==> src/rtl/prd_dma_engine.sv <==
module prd_dma_engine (
  input  logic        clk,
  input  logic        rst_n,
  input  logic        bm_en,
  input  logic        reg_wr,
  input  logic [1:0]  reg_addr,
  input  logic [31:0] reg_wdata,
  output logic [31:0] reg_rdata,
  output logic        mem_req,
  output logic        mem_we,
  output logic        mem_word,
  output logic [31:0] mem_addr,
  output logic [7:0]  mem_wdata,
  input  logic        mem_ack,
  input  logic        mem_err,
  input  logic [31:0] mem_rdata,
  input  logic        dev_in_valid,
  input  logic [7:0]  dev_in_data,
  output logic        dev_in_ready,
  output logic        dev_out_valid,
  output logic [7:0]  dev_out_data,
  input  logic        dev_out_ready,
  input  logic        dev_done,
  output logic        irq
);
  typedef enum logic [1:0] {S_IDLE, S_FD0, S_FD1, S_XFER} st_t;
  st_t         st;
  logic        cmd_start, cmd_dir, st_err, st_int, last_rgn;
  logic [31:0] tbl_ptr, dptr, cur;
  logic [16:0] left;

  wire cmd_wr = reg_wr && reg_addr == 2'd0;
  wire go     = cmd_wr && reg_wdata[0] && !cmd_start;
  wire halt   = cmd_wr && !reg_wdata[0];
  wire fetch  = st == S_FD0 || st == S_FD1;
  wire xfer   = st == S_XFER;
  wire busy   = st != S_IDLE;
  wire beat   = mem_req && mem_ack;
  wire ok     = beat && !mem_err;

  assign mem_word      = fetch;
  assign mem_req       = bm_en && (fetch || (xfer && (cmd_dir ? dev_in_valid : dev_out_ready)));
  assign mem_we        = xfer && cmd_dir;
  assign mem_addr      = fetch ? dptr + ((st == S_FD1) ? 32'd4 : 32'd0) : cur;
  assign mem_wdata     = dev_in_data;
  assign dev_in_ready  = xfer && cmd_dir && ok;
  assign dev_out_valid = xfer && !cmd_dir && ok;
  assign dev_out_data  = mem_rdata[7:0];
  assign irq           = st_int;

  always_comb begin
    case (reg_addr)
      2'd0:    reg_rdata = {28'd0, cmd_dir, 2'b00, cmd_start};
      2'd1:    reg_rdata = {29'd0, st_int, st_err, busy};
      2'd2:    reg_rdata = tbl_ptr;
      default: reg_rdata = 32'd0;
    endcase
  end

  always_ff @(posedge clk) begin
    if (!rst_n) begin
      st <= S_IDLE;
      cmd_start <= 1'b0;
      cmd_dir <= 1'b0;
      st_err <= 1'b0;
      st_int <= 1'b0;
      last_rgn <= 1'b0;
      tbl_ptr <= '0;
      dptr <= '0;
      cur <= '0;
      left <= '0;
    end else begin
      if (cmd_wr) begin
        cmd_start <= reg_wdata[0];
        cmd_dir   <= reg_wdata[3];
      end
      if (reg_wr && reg_addr == 2'd2) tbl_ptr <= {reg_wdata[31:2], 2'b00};
      if (reg_wr && reg_addr == 2'd1) begin
        if (reg_wdata[1]) st_err <= 1'b0;
        if (reg_wdata[2]) st_int <= 1'b0;
      end
      if (halt) begin
        st <= S_IDLE;
      end else if (go) begin
        st   <= S_FD0;
        dptr <= tbl_ptr;
      end else if (busy && beat && mem_err) begin
        st_err <= 1'b1;
        st     <= S_IDLE;
      end else if (busy && dev_done) begin
        st_err <= 1'b1;
        st     <= S_IDLE;
      end else if (ok) begin
        case (st)
          S_FD0: begin
            cur <= mem_rdata;
            st  <= S_FD1;
          end
          S_FD1: begin
            left     <= {mem_rdata[15:0] == 16'd0, mem_rdata[15:0]};
            last_rgn <= mem_rdata[31];
            dptr     <= dptr + 32'd8;
            st       <= S_XFER;
          end
          default: begin
            cur  <= cur + 32'd1;
            left <= left - 17'd1;
            if (left == 17'd1) begin
              if (last_rgn) begin
                st_int <= 1'b1;
                st     <= S_IDLE;
              end else begin
                st <= S_FD0;
              end
            end
          end
        endcase
      end
    end
  end
endmodule


==> config.mk <==
export PLATFORM = sky130hd
export DESIGN_NAME = prd_dma_engine
export DESIGN_NICKNAME = d
export VERILOG_FILES = /design/src/rtl/prd_dma_engine.sv
export SDC_FILE = /design/constraint.sdc
export NUM_CORES = 1
export LEC_CHECK = 0
export BUFFER_PORTS_ARGS = -buffer_cell sky130_fd_sc_hd__buf_2
export CORE_ASPECT_RATIO = 1.25
export CORE_MARGIN = 1.5
export CORE_UTILIZATION = 53
export DETAILED_ROUTE_END_ITERATION = 8
export PLACE_DENSITY = 0.78
export SLEW_MARGIN = 20
export SYNTH_ARGS = -nofsm -noshare
export SYNTH_HDL_FRONTEND = slang
export SYNTH_SLANG_ARGS = --single-unit
export TNS_END_PERCENT = 10
==> constraint.sdc <==
create_clock -name clk -period 6.35 [get_ports clk]
set_input_delay 0.635 -clock clk [delete_from_list [all_inputs] [get_ports clk]]
set_output_delay 0.635 -clock clk [all_outputs]
set_load 0.05 [all_outputs]
* Word-level counts from Yosys, hierarchy flattened
Cells that the tools add are included.
Word-level totals: register bits 118, bits in latches 0, RAM bits 0, ROM bits 0, input port bits 83, memories 0
Cells by class: add/subtract/negate cells 4, multipliers 0, div/mod/pow operators 0, order comparisons 0, equal/unequal tests 8, shift operators 0, multiplexer cells 34, bitwise logic cells 7, reduce and logical (&&, ||, !) cells 40
Operator list (number):
- $mux 32 | 6
- $pmux 32 s3 | 1
- $pmux 32 s2 | 1
- $pmux 17 s2 | 1
- $add 32x1->32 const B | 1
- $add 32x3->32 | 1
- $add 32x4->32 const B | 1
- $mux 1 | 22
- $reduce_and 6->1 | 3
- $eq 17x1->1 const B | 1
- $logic_and 1x1->1 | 17
- $sub 17x1->17 const B | 1
- $logic_not 16->1 | 1
- $not 1->1 | 7
- $eq 2x2->1 const B | 3
- $reduce_bool 2->1 | 3
- $reduce_bool 6->1 | 1
- $reduce_and 5->1 | 1
- $reduce_or 5->1 | 1
- $eq 2x1->1 const B | 2
- $logic_not 1->1 | 4
- $ne 2x2->1 const B | 2
- $pmux 2 s2 | 1
- $reduce_and 2->1 | 2
- 7 further kinds | 9

* Depth between registers and ports, before layout
depth after elaboration 11, gate-level depth with buffers 10, gate-level depth less buffers 9

* Worst setup path after synthesis
No wires, ideal clock.
path kind register to output, start register st[0], end output port mem_addr[28], data arrival time 2.774 ns, data required time 5.715 ns, slack 2.941 ns, cell stages (with the launch flop) 10, buffers on the path 0, path through dfxtp_1 > inv_1 > ha_1 > ha_1 > ha_1 > nand3_1 > nor4_2 > nand4_1 > xor2_1 > a21oi_1
Between the ends: word-level cells in the longest chain between the ends 4, elaborated cells on any way between the ends 6, those cells by class 1 x add/sub; 2 x eq/ne; 2 x mux; 1 x reduce/logical
RTL lines:
- start, declared | line 27 | st_t st;
- start signal, assigned | line 62 | st <= S_IDLE;
- start signal, assigned | line 83 | st <= S_IDLE;
- start signal, assigned | line 85 | st <= S_FD0;
- $eq 2x2->1 | line 35, 44
- $mux 3 | line 44 | assign mem_addr = fetch ? dptr + ((st == S_FD1) ? 32'd4 : 32'd0) : cur;
- $add 32x3->32 | line 44
- $mux 32 * | line 44
- end, declared | line 12 | output logic [31:0] mem_addr,
Mark *: on every way between the ends. The rest lies on a longest branch, timed or not.

* Worst setup path after layout
start register st[0], end output port mem_addr[18]
The elaborated chain is that of the path after synthesis.

==> impl_metrics.env <==
export IMPL_status="completed"
export IMPL_vias=7995
export IMPL_period_needed_ns=4.33
export IMPL_crit_path_start_kind="flop"
export IMPL_path_max_fanout=38
export IMPL_clk_pin_slew_worst_paths_ns=0.06
export IMPL_synth_edff_count=0
export IMPL_cts_path_max_buffers=2
export IMPL_finClkSkew_ns=0.00877
export IMPL_die_width_um=110
export IMPL_yosysTopAreaCell="dfxtp_1"
export IMPL_coreArea_um2=13900
export IMPL_ys_ff_latch=116
export IMPL_cp_end_kind="primary output"
export IMPL_synthArstFlopShare=0
export IMPL_grt_pass1_wl_mm=35.2
export IMPL_arrival_ns=3.69
export IMPL_r2r_cells=7
export IMPL_max_freq_mhz=231
export IMPL_grt_max_degree=71
export IMPL_hold_path_class="in2reg"
export IMPL_grt_pass1_vias=7085
export IMPL_area_growth_pct=16.8
export IMPL_synthFlopType="dfxtp_1"
export IMPL_rsz0062_at_grt="no"
export IMPL_synth_most_common_cell="nand2_1"
export IMPL_post_drt_wl_per_cell_um=16.9
export IMPL_setup_violations=0
export IMPL_rows=48
export IMPL_drc=0
export IMPL_vias_per_cell=6.09
export IMPL_start_util=0.544
export IMPL_first_pass_iters=6
export IMPL_cts_buffers_inserted=17
export IMPL_r2r_end="cur[25]$_SDFFE_PN0P_"
export IMPL_cts_htree_levels=4
export IMPL_dieArea_um2=15000
export IMPL_final_cells=1312
export IMPL_maxSlewHeadroom=0.345
export IMPL_port_buffers=152
export IMPL_layout_drive_gt1_share=0.202
export IMPL_gp_congestion=0.940
export IMPL_fin_area_um2=8810
export IMPL_worstReg2RegStart="st[1]$_SDFFE_PP0P_"
export IMPL_insertedDiodeCount=0
export IMPL_dpl_cell_count=1280
export IMPL_overflow=0
export IMPL_antenna_found_initial=0
export IMPL_netlist_instances=1032
export IMPL_ant_nets=0
export IMPL_timing_max_cap_violations=0
export IMPL_holdPathStages=3
export IMPL_worst_pin_slew_ns=0.980
export IMPL_p_leak_uw=0.00329
export IMPL_cts_sinks=116
export IMPL_yosys_warnings=0
export IMPL_ys_types=70
export IMPL_hold_end="tbl_ptr[22]$_SDFFE_PN0P_"
export IMPL_ir_drop_mv=0.166
export IMPL_yosys_top_cells_area="dfxtp_1, a21oi_1, nand2_1"
export IMPL_die_y_um=136
export IMPL_holdBufCountCts=0
export IMPL_final_util=0.635
export IMPL_path_class="reg2out"
export IMPL_period_share=0.681
export IMPL_power_density_nw_per_um2=215
export IMPL_io_pins=169
export IMPL_ys_seq_area_frac=0.308
export IMPL_required_ns=5.71
export IMPL_dpl_cell_area_um2=8180
export IMPL_drv_slew=0
export IMPL_dp_hpwl_mm=15.2
export IMPL_grt_total_usage=0.299
export IMPL_hp_start="reg_wdata[22]"
export IMPL_cts_root_buffer="clkbuf_16"
export IMPL_tns_ns=0
export IMPL_drt_iter0_markers=809
export IMPL_syn_cell_area_um2=7540
export IMPL_synth_fp_nets=1125
export IMPL_avgSynthCellArea_um2=7.31
export IMPL_wl_mm=22.2
export IMPL_clk_latency_ns=0.41
export IMPL_nets=1217
export IMPL_cts_tree="yes"
export IMPL_hold_viol_final=0
export IMPL_synthTopCellsByCount="nand2_1, a21oi_1, dfxtp_1"
export IMPL_rrSetupSlack_ns=2.99
export IMPL_cts_resized=0
export IMPL_netlist_area_leader_share=0.308
export IMPL_cts_setup_buffers=0
[cells in the final DEF, fill, tap and decap left out, types with 11 or more instances in the layout]
cell type,instances
a21oi_1,119
a31oi_1,17
and2_1,36
and3_1,14
buf_2,152
clkbuf_16,17
dfxtp_1,116
inv_1,15
nand2_1,139
nand3_1,32
nand4_1,31
nor2_1,94
nor3_1,22
nor4_1,21
o21ai_0,66
or3_1,11
xnor2_1,26
xor2_1,19
[per-stage QoR]
step / setup WS, ns / power (uW) / hold slack [ns]
final: 2.02 / 1890 / 0.454
after global routing: 1.75 / 1940 / 0.444
after CTS: 2.11 / 1890 / 0.446
after detailed placement: 2.53 / 893 / 0.454
after global placement: 2.66 / 892 / 0.450
after floorplan: 2.94 / 857 / 0.438
[kinds of logic after synthesis]
logic type                 after synthesis  synth area share
and+or+nand+nor                        452             0.304
AOI/OAI and AO/OA                      289             0.235
DFF                                    116             0.308
buffers and inverters                  106            0.0647
xor gates and xnor gates                45            0.0522
muxes                                   14            0.0197
adders and majority gates               10            0.0166
[worst max path at each step]
stage          slack (ns)                from                    to
2_1_floorplan        2.94  st[0]$_SDFFE_PP0P_          mem_addr[28]
3_3_place_gp         2.66  st[1]$_SDFFE_PP0P_  cur[25]$_SDFFE_PN0P_
3_5_place_dp         2.53  st[0]$_SDFFE_PP0P_          mem_addr[28]
4_1_cts              2.11  st[0]$_SDFFE_PP0P_          mem_addr[28]
5_1_grt              1.75  st[0]$_SDFFE_PP0P_          mem_addr[28]
6_report             2.02  st[0]$_SDFFE_PP0P_          mem_addr[18]
[critical path: stages (launching register included)]
cell,delay [ns]
dfxtp_1,0.34
inv_1,0.15
ha_1,0.20
buf_4,0.36
ha_1,0.34
ha_1,0.22
nand3_1,0.22
nor4_2,0.66
nand3_1,0.19
xor2_1,0.17
a21oi_1,0.15
buf_2,0.28
[state kept, by name, indices dropped and copies added (netlist names)]
register / count
st: 2
cur: 32
cmd_start: 1
st_err: 1
tbl_ptr: 30
dptr: 30
irq: 1
last_rgn: 1
left: 17
cmd_dir: 1
[final cells by class]
type | instances | area (um^2)
clock buffers | 18 | 429
repair buffers | 162 | 836
clock inverters | 14 | 188
well taps | 175 | 219
inverters | 17 | 63.8
multi-input cells | 810 | 4750
fillers | 1257 | 5060
flip-flops and latches | 116 | 2320
[per-layer routing]
metal	track usage	wire [um]
met1	0.381	9220
met2	0.491	10700
met3	0.0537	1600
met4	0.126	707
met5	0	0
[power by group]
part / total [uW] / internal, uW / switching, uW
Clock: 1010 / 630 / 382
Sequential: 753 / 740 / 13.6
Combinational: 126 / 42.5 / 83.3
Total: 1890 / 1410 / 479
Power figures use the tool's default switching activity.
